===== src/rtl/memwin_decoder.sv =====
module memwin_decoder #(
  parameter int NUM_WIN = 6,
  parameter int IDX_W   = $clog2(NUM_WIN)
) (
  input  logic             clk,
  input  logic             rst_n,
  input  logic             cfg_we,
  input  logic [IDX_W-1:0] cfg_win,
  input  logic [1:0]       cfg_sel,
  input  logic [31:0]      cfg_wdata,
  input  logic             req_valid,
  input  logic [31:0]      req_addr,
  output logic             rsp_valid,
  output logic             rsp_hit,
  output logic             rsp_miss,
  output logic [IDX_W-1:0] rsp_win,
  output logic [3:0]       rsp_target,
  output logic [7:0]       rsp_attr,
  output logic [31:0]      rsp_addr
);

  localparam logic [1:0] SEL_CTRL  = 2'd0;
  localparam logic [1:0] SEL_BASE  = 2'd1;
  localparam logic [1:0] SEL_REMAP = 2'd2;

  logic [15:0]        size_q  [NUM_WIN];
  logic [15:0]        base_q  [NUM_WIN];
  logic [15:0]        remap_q [NUM_WIN];
  logic [7:0]         attr_q  [NUM_WIN];
  logic [3:0]         tgt_q   [NUM_WIN];
  logic [NUM_WIN-1:0] en_q;
  logic [NUM_WIN-1:0] match;

  wire [15:0] addr_hi = req_addr[31:16];

  for (genvar w = 0; w < NUM_WIN; w++) begin : g_win
    wire sel_me = cfg_we && (cfg_win == IDX_W'(w));

    always_ff @(posedge clk) begin
      if (!rst_n) begin
        size_q[w]  <= '0;
        base_q[w]  <= '0;
        remap_q[w] <= '0;
        attr_q[w]  <= '0;
        tgt_q[w]   <= '0;
        en_q[w]    <= 1'b0;
      end else if (sel_me) begin
        case (cfg_sel)
          SEL_CTRL: begin
            size_q[w] <= cfg_wdata[31:16];
            attr_q[w] <= cfg_wdata[15:8];
            tgt_q[w]  <= cfg_wdata[7:4];
            en_q[w]   <= cfg_wdata[0];
          end
          SEL_BASE:  base_q[w]  <= cfg_wdata[31:16];
          SEL_REMAP: remap_q[w] <= cfg_wdata[31:16];
          default: ;
        endcase
      end
    end

    assign match[w] = en_q[w] && ((addr_hi & ~size_q[w]) == base_q[w]);
  end

  logic             hit_c;
  logic [IDX_W-1:0] idx_c;

  always_comb begin
    hit_c = 1'b0;
    idx_c = '0;
    for (int i = NUM_WIN - 1; i >= 0; i--) begin
      if (match[i]) begin
        hit_c = 1'b1;
        idx_c = IDX_W'(i);
      end
    end
  end

  wire [15:0] m_sel  = size_q[idx_c];
  wire [15:0] r_sel  = remap_q[idx_c];
  wire [15:0] out_hi = (r_sel != 16'h0) ? ((addr_hi & m_sel) | (r_sel & ~m_sel)) : addr_hi;

  always_ff @(posedge clk) begin
    if (!rst_n) begin
      rsp_valid  <= 1'b0;
      rsp_hit    <= 1'b0;
      rsp_miss   <= 1'b0;
      rsp_win    <= '0;
      rsp_target <= '0;
      rsp_attr   <= '0;
      rsp_addr   <= '0;
    end else begin
      rsp_valid <= req_valid;
      rsp_hit   <= req_valid && hit_c;
      rsp_miss  <= req_valid && !hit_c;
      if (req_valid && hit_c) begin
        rsp_win    <= idx_c;
        rsp_target <= tgt_q[idx_c];
        rsp_attr   <= attr_q[idx_c];
        rsp_addr   <= {out_hi, req_addr[15:0]};
      end else begin
        rsp_win    <= '0;
        rsp_target <= '0;
        rsp_attr   <= '0;
        rsp_addr   <= '0;
      end
    end
  end

  AST_VALID_FOLLOWS: assert property (@(posedge clk) disable iff (!rst_n)
    req_valid |=> rsp_valid);
  AST_IDLE_FOLLOWS: assert property (@(posedge clk) disable iff (!rst_n)
    !req_valid |=> !rsp_valid);
  AST_IDLE_QUIET: assert property (@(posedge clk) disable iff (!rst_n)
    !rsp_valid |-> (!rsp_hit && !rsp_miss));
  AST_ONE_OUTCOME: assert property (@(posedge clk) disable iff (!rst_n)
    rsp_valid |-> (rsp_hit ^ rsp_miss));
  AST_MISS_ZERO: assert property (@(posedge clk) disable iff (!rst_n)
    rsp_miss |-> (rsp_win == '0 && rsp_target == '0 && rsp_attr == '0 && rsp_addr == '0));
  AST_LOW_KEPT: assert property (@(posedge clk) disable iff (!rst_n)
    req_valid |=> (!rsp_hit || rsp_addr[15:0] == $past(req_addr[15:0])));

endmodule


===== config.mk =====
export PLATFORM = sky130hd
export DESIGN_NAME = memwin_decoder
export DESIGN_NICKNAME = d
export VERILOG_FILES = /design/src/rtl/memwin_decoder.sv
export SDC_FILE = /design/constraint.sdc
export NUM_CORES = 1
export LEC_CHECK = 0
export BUFFER_PORTS_ARGS = -buffer_cell sky130_fd_sc_hd__buf_2
export CAP_MARGIN = 5
export CORE_MARGIN = 2
export CORE_UTILIZATION = 55
export DETAILED_ROUTE_END_ITERATION = 10
export MAX_ROUTING_LAYER = met4
export PLACE_DENSITY_LB_ADDON = 0.08
export SETUP_SLACK_MARGIN = 0.1
export SKIP_CTS_REPAIR_TIMING = 1
export SYNTH_ARGS = -nofsm -noshare
export SYNTH_HDL_FRONTEND = slang
export SYNTH_SLANG_ARGS = --single-unit

===== constraint.sdc =====
create_clock -name clk -period 5.1 [get_ports clk]
set_clock_uncertainty 0.1 [all_clocks]
set_input_delay 1.02 -clock clk [delete_from_list [all_inputs] [get_ports clk]]
set_output_delay 1.02 -clock clk [all_outputs]
set_load 0.005 [all_outputs]

======== After elaboration in Yosys (flattened, before gate mapping) ========
Memory sizes are Yosys's and may differ from the RTL's. A register that Yosys moved wholly into a read port is not among the register bits.
Cells that the tools add are included.
word-level totals
  flip-flop bits (word level) ............. 44
  memory bits (writable) .................. 360
  output and inout port bits .............. 50
  word-level logic and storage cells ...... 203
  memories ................................ 5
memories
  name     words  width  read ports  clocked after Yosys merged registers in  write ports  RTL line  RTL
  base_q   6      16     6           0                                        6            27        logic [15:0] base_q [NUM_WIN];
  remap_q  6      16     1           0                                        6            28        logic [15:0] remap_q [NUM_WIN];
  size_q   6      16     7           0                                        6            26        logic [15:0] size_q [NUM_WIN];
  attr_q   6      8      1           1                                        6            29        logic [7:0] attr_q [NUM_WIN];
  tgt_q    6      4      1           1                                        6            30        logic [3:0] tgt_q [NUM_WIN];
cells by class
  equality and inequality tests ........... 13
  muxes and demuxes ....................... 101
  bitwise gates (word level) .............. 46
  reductions and logical operators ........ 27
operators with widths
  operator                                                               number
  16-bit two-way mux                                                     19
  16-bit AND                                                             8
  16-bit NOT                                                             7
  16-bit equality test                                                   6
  1-bit two-way mux                                                      64
  8-bit two-way mux                                                      6
  1-bit OR                                                               30
  4-bit two-way mux                                                      6
  3-bit two-way mux                                                      6
  16-bit OR                                                              1
  16-bit nonzero test                                                    1
  1-bit logical AND                                                      14
  2-bit AND reduction                                                    7
  3-bit by 2-bit equality test with 1-bit output, second input constant  2
  3-bit equality test, second input constant                             2
  3-bit by 1-bit equality test with 1-bit output, second input constant  1
  1-bit logical NOT                                                      3
  3-bit logical NOT                                                      1
  2-bit by 1-bit equality test with 1-bit output, second input constant  1
  2-bit equality test, second input constant                             1
  2-bit logical NOT                                                      1

======== Logic depth before layout (Yosys ltp) ========
Gate-level depths: netlist of run 1.
An unclocked memory read counts as a cell.
  word-level depth ........................ 15
  gate-level depth with buffers ........... 16
  mapped depth without buffers ............ 13

======== Worst setup path after synthesis of run 1 ========
No wires, ideal clock.
  path kind ............................... input -> register
  start ................................... in req_addr[31]
  end ..................................... reg rsp_addr[16]
  setup time .............................. 0.080 ns
  arrival ................................. 3.896 ns
  slack ................................... 1.024 ns
  cell stages on the path ................. 15
  cells stage by stage .................... and2b_1 -> xnor2_2 -> nand4_1 -> or4_1 -> buf_2 -> o211ai_1 -> buf_2 -> mux2i_1 -> a21oi_1 -> or3_1 -> nor3_1 -> nand4b_1 -> buf_4 -> buf_6 -> a211oi_2
between the ends
  word-level cells in the longest chain between the ends .. 14
ends and longest elaborated chain
  what                            RTL line  RTL
  start: declaration              12        input logic [31:0] req_addr,
  16-bit AND                      62        assign match[w] = en_q[w] && ((addr_hi & ~size_q[w]) == base_q[w]);
  16-bit equality test            62
  1-bit logical AND               62
  3-bit two-way mux (6 in a row)  72        if (match[i]) begin
  memory read 6 x 16 bit          --
  16-bit NOT                      81        wire [15:0] out_hi = (r_sel != 16'h0) ? ((addr_hi & m_sel) | (r_sel & ~m_sel)) : addr_hi;
  16-bit AND                      81
  16-bit OR                       81
  16-bit two-way mux              81
  end signal: assignment          100       rsp_addr <= {out_hi, req_addr[15:0]};
  end: declaration                19        output logic [31:0] rsp_addr
Several ways; a longest one is shown, not always the timed one.
A chain may end at the register's enable or synchronous reset.

======== Worst setup path after layout of run 1 ========
  start ................................... in req_addr[18]
  end ..................................... reg rsp_addr[23]
Same word-level chain as after synthesis.

==> results.md, run 1 <==
- The run finished with clean final reports.
- The class of the tightest hold or removal check is flop to flop.
- The antenna violation net count after detailed routing is 0.
- The power density over cell area is 333 mW/mm².
- The average cell area after synthesis is 11.9 µm².
- The max-slew violation count was 0.
- The TritonCTS clock tree is yes.
- The placeable core area is 0.0354 mm².
- During I/O placement, the number of pins put on the boundary was 123.
- After layout, the design draws a total of 7.61 mW.
- The depth of the worst register-to-register path is 15.
- In this run the worst path has a maximum fanout of 30.
- The worst flop-to-flop path startpoint is size_q[1][2].
- The sum of negative setup slack is 0 ps.
- The number of enable flip-flop cells after synthesis is 360.
- The post-route worst hold slack is 401 ps.
- The final layout contains 1,911 nets.
- For this run, design rule violations remaining after detail routing come to 0.
- The routed wire length is 59.5 mm.
- The share of final-layout standard cells stronger than drive strength 1 is 18.5%.
- The count of endpoints failing hold in the final timing report came to 0.
- Across every metal layer, demand over resource in global routing totals 32.8%.
- Across the run, the number of max-cap violations was 0.
- After routing the design area is 0.0229 mm².
- The number of antenna violations at the first check in global routing is 4.
- The peak-usage layer in the global routing report is met2.
- Data on the critical path is required at its endpoint by 5510 ps.
- In this run the number of cells on the critical path is 16.
- The critical path goes through buf_2, nor2b_1, xnor2_1, nand4_1, nor3_1, nand4_1, nand2_1, or3b_2, a21oi_1, or3_1, nor3_1, nand4b_1, buf_12, a21bo_1, a21oi_1, buf_4.
- After synthesis the netlist holds a flip-flop and latch count of 416.
- The kind of start point of the critical path is an input port.
- The clock passes through at most 3 buffers.
- The clock reaches the later pin of the worst-skew pair after 580 ps.
- After filler insertion, the fill cell instance count of the layout stands at 2,787.
- The maximum frequency from static timing analysis is 0.217 GHz.
- The maximum number of pins on one net before global-route repair is 36.
- Setup repair after global routing left no endpoint under its margin.
- The worst pin sits at a relative slew slack of 22.4%.
- IR analysis of the VDD net gives a maximum drop of 0.296 mV.
- The total number of vias is 13,900.
- For this run, the number of Yosys warnings is 0.
- At the worst endpoint, the arrival time is 5020 ps.
- The shortest clock period the worst path allows after layout is 4610 ps.
- The floorplan step set the die height to 193 µm.
- The floorplan has 69 rows.
- The number of search-and-repair iterations in the first detailed-routing pass is 6.
- The synthesis-to-layout area growth is 16.0%.
- The global-route met2 utilization is 49.0%.
- For met3 alone, demand over resource in global routing was 6.03%.
- The number of buffers created by CTS is 44.
- The detailed-route vias per instance is 5.94.
- In the layout the commonest cells are and2_1 (360), edfxtp_1 (360), buf_2 (119).
- At the end of routability-driven placement, the weighted congestion stood at 1.03.
- In this design, the stage delay of the slowest critical-path cell is 460 ps.
- The floorplan step set the die width to 193 µm.
- For this design, the sink count on the clock tree is 416.
- The final setup violation count is 0.
- The share of the core filled with cells is 64.6%.
- The part of the Yosys area used for sequential elements is 60.5%.
- The total cell area at the placement stage is 0.0215 mm².
- The prevailing post-synth register cell is edfxtp_1.
- After clock tree synthesis, the clock-pin slew on the worst setup and hold paths is 60 ps.
- The number of global-route vias before repair was 13,600.
- In this run the cell area of the synthesized design comes to 0.0197 mm².
- For this block, the initial DRC count from the detailed router was 1,710.
- The worst setup path is captured at a flop.
- The floorplan step defined a die boundary enclosing 0.0374 mm².
- The net count after synthesis is 1,735.
- For this design, the slowest cell found on the critical path is or3b_2.
- The critical setup path kind is input port to flop.
- The endpoint of the worst hold-timing path is en_q[5].
- The endpoint of the worst-slack reg-to-reg timing path is rsp_addr[23].
- The final critical path takes up 90.3% of the cycle.
- The synthesized instance count is 1,662.
- At the pin with the least slew margin, the transition time is 1160 ps.
- The number of different library cells used by synthesis comes to 56.
- The tree is rooted in a clkbuf_16.
- The average routed wire per standard cell is 25.5 µm.
- The kind of cell with the highest combined delay on the critical path is simple AND/OR/NAND/NOR gates.
- The origin of the worst min-delay path is en_q[5].
- The HPWL after detailed placement is 39.5 mm.
- The initial utilization of the core area, before any placement, comes to 55.7%.
- The routing usage on met1 is 44.4%.
- The number of stages on the worst hold path is 2.
- The total number of H-tree levels is 2.
- The analysis attributes to cell leakage a power of 8.48 nW.
- The first global-routing pass estimated 86.9 mm of wire.
- The flop-to-flop setup slack is 850 ps.
- The number of buffers and inverters on the critical path is 3.
- For this run the aggregate overflow at the end of global routing stands at 0.
- In this run the tool buffered the top-level ports with 119 buffer cells.
- Counting flops with an async set or reset pin after synthesis yields a share of 0%.
==> sequential cells by signal (all words and copies together) (netlist names) <==
signal      flops
tgt_q          24
rsp_valid       1
attr_q         48
size_q         96
rsp_miss        1
en_q            6
rsp_target      4
rsp_hit         1
rsp_win         3
rsp_attr        8
remap_q        96
base_q         96
rsp_addr       32
==> synthesized netlist by cell type (all sizes together), types with 5 or more instances <==
cell,n,area share (%)
a211oi,17,0.90
a21oi,57,1.5
and2,360,11
and3,16,0.51
and4,7,0.31
buf,28,0.72
clkbuf,68,1.3
dfxtp,56,5.7
edfxtp,360,55
inv,13,0.25
mux2,22,1.3
mux2i,44,2.2
nand2,80,1.6
nand2b,10,0.32
nand3,42,1.1
nand3b,12,0.46
nand4,46,1.5
nor2,83,1.6
nor2b,96,3.0
nor3,10,0.25
o211ai,5,0.22
o21a,5,0.19
o21ai,64,1.6
o22a,7,0.31
o32a,16,0.81
or4,5,0.19
xnor2,96,4.3
==> how the worst max path moves through the flow <==
| stage | from | end | slack [ps] |
|---|---|---|---|
| final | req_addr[18] | rsp_addr[23] | 490 |
| after global routing | req_addr[30] | rsp_addr[23] | 400 |
| after CTS | req_addr[30] | rsp_addr[23] | 650 |
| after detailed placement | req_addr[30] | rsp_addr[23] | 110 |
| after global placement | req_addr[30] | rsp_addr[23] | 160 |
| after floorplan | req_addr[31] | rsp_addr[16] | 1020 |
==> cell type report <==
class                      count  area, µm²  share of cell area [%]
antenna                        2       5.00                  0.0219
clock buffer                  69       1300                    5.69
clock inverter                13       98.8                   0.432
inverter                      13       48.8                   0.213
multi-input combinational   1137       7410                    32.4
sequential                   416      11900                    52.2
tap                          461        577                    2.52
timing repair buffer         226       1500                    6.55
==> layer usage <==
layer / wire length (µm) / vias up / share of wire (%)
met5: 0 / - / 0
met2: 27000 / 724 / 45
met1: 24300 / 6782 / 41
li1: - / 6234 / -
met4: 2520 / 0 / 4.2
met3: 5670 / 146 / 9.5
==> power by group <==
part           total [mW]  internal, mW  switching, mW  leakage (nW)
logic               0.552         0.189          0.363          3.90
registers            3.92          3.86         0.0662          3.88
clock network        3.14          1.81           1.33         0.692
total                7.61          5.85           1.76          8.48
==> logic make-up after synthesis <==
family          Yosys count  synth area share [%]
simple gates            787                  23.1
mux                      66                  3.49
buf+inv                 109                  2.27
xor+xnor                 96                  4.30
compound gates          188                  6.31
flops                   416                  60.5
==> tightest hold or removal path, delay by kind of cell (launching register included) <==
kind                   cells  cell delay (ps)
buffers and inverters      1               50
AOI/OAI and AO/OA          1               70
DFF                        1              330
==> stage by stage <==
step	worst slack, ps	cells
after global routing	403	2336
after global placement	156	2253
final	495	2337
after detailed placement	107	2253
after floorplan	1020	1662
after CTS	654	2335
(Power assumes the default switching activity.)
==> inputs of run 2 (changes only) <==
--- a/config.mk
+++ b/config.mk
@@ -7,11 +7,15 @@
 export LEC_CHECK = 0
 export BUFFER_PORTS_ARGS = -buffer_cell sky130_fd_sc_hd__buf_2
 export CAP_MARGIN = 5
+export CELL_PAD_IN_SITES_DETAIL_PLACEMENT = 0
+export CELL_PAD_IN_SITES_GLOBAL_PLACEMENT = 2
 export CORE_MARGIN = 2
-export CORE_UTILIZATION = 55
+export CORE_UTILIZATION = 42
+export CTS_CLUSTER_SIZE = 25
 export DETAILED_ROUTE_END_ITERATION = 10
 export MAX_ROUTING_LAYER = met4
 export PLACE_DENSITY_LB_ADDON = 0.08
+export REMOVE_ABC_BUFFERS = 1
 export SETUP_SLACK_MARGIN = 0.1
 export SKIP_CTS_REPAIR_TIMING = 1
 export SYNTH_ARGS = -nofsm -noshare
==> run 2 against run 1 <==
Maximum frequency is 1.2% higher; critical path type unchanged; power up 2.8%; non-clock buffer count rose by 6; core utilization down 15 points; sequential power about the same; wire length fell by 6.1%; largest cell class unchanged.
==> results.md, run 2 (same netlist as run 1, synthesis figures left out) <==
- The run finished with clean final reports.
- The number of buffer and inverter stages on the critical path is 5 (+2).
- The depth of the worst register-to-register path is 18 (+3).
- The path with the worst hold slack has its endpoint at en_q[5].
- The total number of nets in the final design was 1,920 (+0.47%).
- The total congestion overflow after global routing is 0 (unchanged).
- The detailed-route vias per instance is 5.28 (-11%).
- The largest voltage drop on the vdd net was 0.228 mV (-23%).
- The first-pass GRT wire length was 81.8 mm (-5.9%).
- The overall global routing resource usage is 24.0% (-8.8 points).
- The max-slew violation count came to 0 (unchanged).
- The routed wire length came to 55.9 mm (-6.1%).
- The final setup violation count is 0 (unchanged).
- The total non-filler cell area in the finished layout came to 0.0232 mm² (+1.4%).
- The HPWL after detailed placement was 38.9 mm (-1.6%).
- The total number of H-tree levels was 2 (unchanged).
- The buffer levels on the longest clock path is 3 (unchanged).
- The share of final-layout standard cells stronger than drive strength 1 is 19.5% (+1.0 points).
- The average routed wire per standard cell is 22.4 µm (-12%).
- The placeable core area was 0.0465 mm² (+31%).
- The class of the tightest hold or removal check is flop to flop.
- The portion of the clock cycle consumed by the worst path in the final layout is 89.2% (-1.1 points).
- Leaving out fill and tap cells, the most frequent cells in the layout are and2_1 (360), edfxtp_1 (360), buf_2 (119).
- The endpoint of the worst-slack reg-to-reg timing path is rsp_addr[27].
- The signal on the critical path passes through buf_2, buf_4, nor2b_1, xnor2_1, nand4_1, nor4_2, nor2_1, or4_1, o21ai_1, a21oi_1, or3_1, nor3_1, buf_4, nand4b_1, buf_4, a311oi_1, buf_4.
- The number of antenna violations at the first check in global routing is 1 (-3).
- The total number of vias came to 13,200 (-5.2%).
- The slew at the pin with the worst max-slew slack is 1210 ps (+54.1 ps).
- The maximum frequency from static timing analysis was 0.220 GHz (+1.2%).
- The peak fanout along the critical path is 16 (-47%).
- The antenna violation net count after detailed routing is 0 (unchanged).
- The number of DRC violations after detailed-routing iteration 0 is 1,009 (-41%).
- The reported leakage power is 8.54 nW (+0.77%).
- The sum of negative setup slack is 0 ps (unchanged).
- The number of buffer cells added on primary ports is 119 (unchanged).
- The clock latency on the worst-skew pair is 590 ps (about the same).
- The starting density of the core was 42.4% (-13 points).
- Among all stages on the critical path, the largest delay is contributed by or4_1.
- The worst relative slew slack is 18.8% (-3.6 points).
- The post-route worst hold slack came to 411 ps (+9.39 ps).
- The arrival time of data at the critical path endpoint came to 4990 ps (-30 ps).
- The shortest clock period the worst path allows after layout is 4550 ps (-54.8 ps).
- The biggest cell delay along the critical path is 550 ps (+90 ps).
- The boundary pin count was 123 (unchanged).
- The power density over cell area was 338 mW/mm² (+1.4%).
- Setup repair after global routing left no endpoint under its margin.
- The total cell area at the placement stage was 0.0217 mm² (+0.89%).
- The count of clock tree sinks is 416 (unchanged).
- The count of endpoints failing hold in the final timing report is 0 (unchanged).
- The number of search-and-repair iterations in the first detailed-routing pass came to 5 (-1).
- The most used cell along the critical path is buf_4.
- The number of remaining DRC errors came to 0 (unchanged).
- TritonCTS built the clock tree.
- The die boundary height is 221 µm (+14%).
- Relative to the synthesized area, the layout overhead comes to 17.6%.
- The number of stages on the worst hold path was 2 (unchanged).
- The number of global-route vias before repair is 12,700 (-6.7%).
- The number of maximum-capacitance constraint violations is 0 (unchanged).
- The chip width is 221 µm (+14%).
- The final estimated routing congestion in global placement is 0.910 (-11%).
- The kind of start point of the critical path is an input port.
- The maximum number of pins on one net before global-route repair came to 45 (+25%).
- The flop-to-flop setup slack is 900 ps (+50 ps).
- The startpoint identified for the worst register-to-register timing path is size_q[0][14].
- The largest registers in the layout are base_q (96), remap_q (96), size_q (96).
- The clock transition at the registers of the reported paths was 60 ps (about the same).
- The endpoint required time on the critical path is 5530 ps (+20 ps).
- The number of cells in the finished layout apart from fillers is 2,494 (+6.7%).
- The critical path capture point type is a flop.
- The critical path is of the input port to flop type.
- The number of buffers created by CTS is 47 (+6.8%).
- The cell total after placement is 2,405 (+6.7%).
- The tree is rooted in a clkbuf_16.
- The origin of the worst min-delay path is en_q[5].
- The total number of placement rows was 79 (+14%).
- The area enclosed by the die boundary is 0.0487 mm² (+30%).
- The sum of internal, switching and leakage power is 7.83 mW (+2.8%).
- Grouping stages by cell kind, the critical path spends the most delay in simple AND/OR/NAND/NOR gates.
run 2: where the power goes:
| group | switching (mW) | leakage, nW | internal [mW] | total (mW) |
|---|---|---|---|---|
| logic | 0.348 | 3.91 | 0.199 | 0.547 |
| registers | 0.0605 | 3.88 | 3.86 | 3.92 |
| clock network | 1.39 | 0.751 | 1.97 | 3.36 |
| total | 1.80 | 8.54 | 6.03 | 7.83 |
run 2: cell type report:
| cell class | count | area (µm²) |
|---|---|---|
| Sequential cell | 416 | 11900 |
| Tap cell | 607 | 759 |
| Inverter | 13 | 48.8 |
| Fill cell | 4190 | 23300 |
| Clock buffer | 61 | 1280 |
| Clock inverter | 26 | 243 |
| Antenna cell | 2 | 5.00 |
| Timing Repair Buffer | 232 | 1470 |
| Multi-Input combinational cell | 1137 | 7450 |
run 2: through the flow:
step	setup WS (ps)	utilization, %
global placement	111	46.6
finish	549	49.9
detailed placement	43.2	46.6
CTS	629	49.9
floorplan	-2470	-
global route	246	49.9
run 2: how the worst max path moves through the flow:
stage	from	endpoint	slack, ps	depth (start not counted)
after floorplan	req_addr[31]	rsp_addr[24]	-2470	13
after global placement	req_addr[28]	rsp_addr[27]	110	17
after detailed placement	req_addr[28]	rsp_addr[27]	40	17
after CTS	req_addr[28]	rsp_addr[27]	630	17
after global routing	req_addr[28]	rsp_addr[27]	250	17
final	req_addr[28]	rsp_addr[27]	550	17
run 2: metal layers:
metal / up-vias / wire (µm) / GRT usage [%]
li1: 6238 / - / -
met1: 6464 / 25900 / 33.8
met2: 385 / 25300 / 36.2
met3: 78 / 3330 / 3.68
met4: 0 / 1400 / 6.62
met5: - / 0 / -
run 2: worst register-to-register path, stage by stage (launching register included):
cell and delay, ps:
edfxtp_1 400, nor2b_1 210, xnor2_1 170, buf_4 170, nand4_1 70, or4_1 510, buf_4 190, a21bo_1 220
a31oi_4 50, buf_4 190, o221a_2 120, a21o_1 180, or3_1 310, nor3_1 210, buf_4 170, nand4b_1 120
buf_4 230, a311oi_1 340, buf_4 180
==> inputs of run 3 (changes only) <==
--- a/config.mk
+++ b/config.mk
@@ -9,6 +9,7 @@
 export CAP_MARGIN = 5
 export CELL_PAD_IN_SITES_DETAIL_PLACEMENT = 0
 export CELL_PAD_IN_SITES_GLOBAL_PLACEMENT = 2
+export CORE_ASPECT_RATIO = 0.6
 export CORE_MARGIN = 2
 export CORE_UTILIZATION = 42
 export CTS_CLUSTER_SIZE = 25
==> run 3 against run 2 <==
Final cell count increased by 1.6%; flip-flop and latch count unchanged; die area increased by 0.12%; clock power decreased by 8.0%; critical path depth increased by 3; wire length increased by 8.1%; setup slack got worse by 270 ps; sequential power about the same; power decreased by 2.7%; largest cell class unchanged.
==> results.md, run 3 (same netlist as run 1, synthesis figures left out) <==
- The largest registers in the layout are base_q (96), remap_q (96), size_q (96).
- The fill cell instance count of the final layout is 4,111 (-1.9%).
- The slew at the pin with the worst max-slew slack is 1270 ps (+51.5 ps).
- The number of remaining DRC errors is 0 (unchanged).
- The arrival time of data at the critical path endpoint is 5180 ps (+190 ps).
- The buffer levels on the longest clock path is 3 (unchanged).
- By startpoint and endpoint, the worst setup path is classified as input port to flop.
- The routed wire length is 60.4 mm (+8.1%).
- The HPWL after detailed placement is 42.3 mm (+8.8%).
- The chip width is 284 µm (+29%).
- The post-route worst hold slack was 416 ps (+5.77 ps).
- The maximum frequency from static timing analysis is 0.207 GHz (-5.6%).
- The final estimated routing congestion in global placement was 0.934 (+2.6%).
- The number of stages on the worst hold path is 2 (unchanged).
- The detailed-route vias per instance is 5.32 (+0.72%).
- The number of maximum-capacitance constraint violations is 0 (unchanged).
- Setup repair after global routing left no endpoint under its margin.
- The peak fanout along the critical path is 18 (+2).
- The largest voltage drop on the vdd net is 0.185 mV (-18%).
- The total length of routed met2 wires is 23.7 mm (-6.3%).
- The TritonCTS clock tree is yes.
- The top cell types in the final layout, fill and taps aside, are and2_1 (360), edfxtp_1 (360), buf_4 (136).
- The starting density of the core is 42.5% (+0.12 points).
- The number of cells in the finished layout apart from fillers is 2,535 (+1.6%).
- The worst register-to-register path begins at size_q[0][15].
- The max-slew violation count is 0 (unchanged).
- The origin of the worst min-delay path is en_q[5].
- The number of search-and-repair iterations in the first detailed-routing pass is 5 (unchanged).
- The number of antenna violations at the first check in global routing is 1 (unchanged).
- The overall global routing resource usage came to 25.5% (+1.5 points).
- The final setup slack of the worst path came to 280 ps (-269 ps).
- The flop-to-flop setup slack is 570 ps (-330 ps).
- The antenna violation net count after detailed routing came to 0 (unchanged).
- The endpoint of the worst hold-timing path is en_q[5].
- The total number of placement rows was 61 (-23%).
- The die boundary height is 172 µm (-22%).
- The number of buffers created by CTS came to 43 (-8.5%).
- The shortest clock period the worst path allows after layout is 4820 ps (+269 ps).
- The final setup violation count is 0 (unchanged).
- The endpoint required time on the critical path came to 5460 ps (-70 ps).
- The cell sitting at the root of the clock tree is a clkbuf_16.
- The first-pass GRT wire length is 87.5 mm (+7.1%).
- The number of global-route vias before repair is 12,800 (+1.1%).
- The worst relative slew slack is 15.3% (-3.4 points).
- The count of clock tree sinks is 416 (unchanged).
- The total congestion overflow after global routing is 0 (unchanged).
- The endpoint of the worst-slack reg-to-reg timing path is rsp_addr[20].
- The share of final-layout standard cells stronger than drive strength 1 is 19.9% (+0.33 points).
- The cell total after placement is 2,455 (+2.1%).
- The run finished with clean final reports.
- The total number of H-tree levels is 2 (unchanged).
- The uppermost signal routing layer after detailed routing is met4.
- The total number of vias was 13,500 (+2.4%).
- The number of buffer cells added on primary ports is 119 (unchanged).
- The number of DRC violations after detailed-routing iteration 0 was 1,304 (+29%).
- The pre-CTS setup slack is -171 ps (-214 ps).
- The synthesis-to-layout area growth is 18.1%.
- The area enclosed by the die boundary is 0.0487 mm² (+0.12%).
- The power density over cell area is 327 mW/mm² (-3.1%).
- The wire length on met1 came to 32.0 mm (+24%).
- The share of the core filled with cells is 50.2% (+0.34 points).
- The placeable core area is 0.0463 mm² (-0.28%).
- The total number of nets in the final design is 1,944 (+1.3%).
- The clock latency on the worst-skew pair is 560 ps (-30 ps).
- The clock transition at the registers of the reported paths came to 60 ps (about the same).
- The boundary pin count is 123 (unchanged).
- The critical path capture point type is a flop.
- The kind of start point of the critical path is an input port.
- The reported leakage power is 8.58 nW (+0.43%).
- The count of endpoints failing hold in the final timing report is 0 (unchanged).
- The maximum number of pins on one net before global-route repair was 41 (-8.9%).
- The depth of the worst register-to-register path was 19 (+1).
- The amount of wire on met3 after detailed routing is 4.02 mm (+21%).
- The worst hold path belongs to the class flop to flop.
- The average routed wire per standard cell is 23.8 µm (+6.4%).
- The portion of the clock cycle consumed by the worst path in the final layout is 94.5% (+5.3 points).
==> run 3: area by class of cell <==
type	instances	area [µm²]	share of cell area (%)
antenna	1	2.50	0.0107
clock buffer	68	1230	5.29
clock inverter	10	95.1	0.408
inverter	13	48.8	0.210
multi-input combinational	1137	7470	32.1
sequential	416	11900	51.3
tap	630	788	3.39
timing repair buffer	260	1710	7.34
==> run 3: stage by stage <==
step	total power, mW	setup TNS [ps]	instance area, µm²
final	7.61	0	23300
after global placement	4.57	-486	21900
after global routing	7.85	0	23300
after CTS	7.65	0	23300
after detailed placement	4.59	-1110	21900
after floorplan	4.25	-50110	19300
==> run 3: routing by layer <==
metal / track usage, % / vias up
met5: - / -
met4: 4.49 / 0
met3: 3.55 / 55
met2: 33.9 / 415
met1: 40.7 / 6726
li1: - / 6282
==> run 3: worst max-delay path by stage <==
stage,end,startpoint,cells after the start,slack (ps)
2_1_floorplan,rsp_addr[24],req_addr[31],13,-2470
3_3_place_gp,rsp_addr[20],req_addr[31],20,-120
3_5_place_dp,rsp_addr[20],req_addr[28],20,-170
4_1_cts,rsp_addr[20],req_addr[28],20,370
5_1_grt,rsp_addr[20],req_addr[31],20,200
6_report,rsp_addr[20],req_addr[31],20,280
==> run 3: critical path: stages <==
cell	delay (ps)
buf_2	110
nor2b_1	130
buf_4	150
xnor2_1	380
nand4_1	140
or4_1	560
buf_4	180
buf_4	150
o211ai_1	200
buf_12	210
o32a_1	160
o21ai_0	260
and4_1	340
nand4_1	90
a21oi_1	80
buf_4	160
nand4b_1	120
buf_4	310
a21oi_1	140
a211oi_2	270
==> run 3: where the power goes <==
part	leakage [nW]	internal [mW]	switching, mW
registers	3.88	3.86	0.0633
logic	4.05	0.220	0.388
clock network	0.644	1.75	1.33
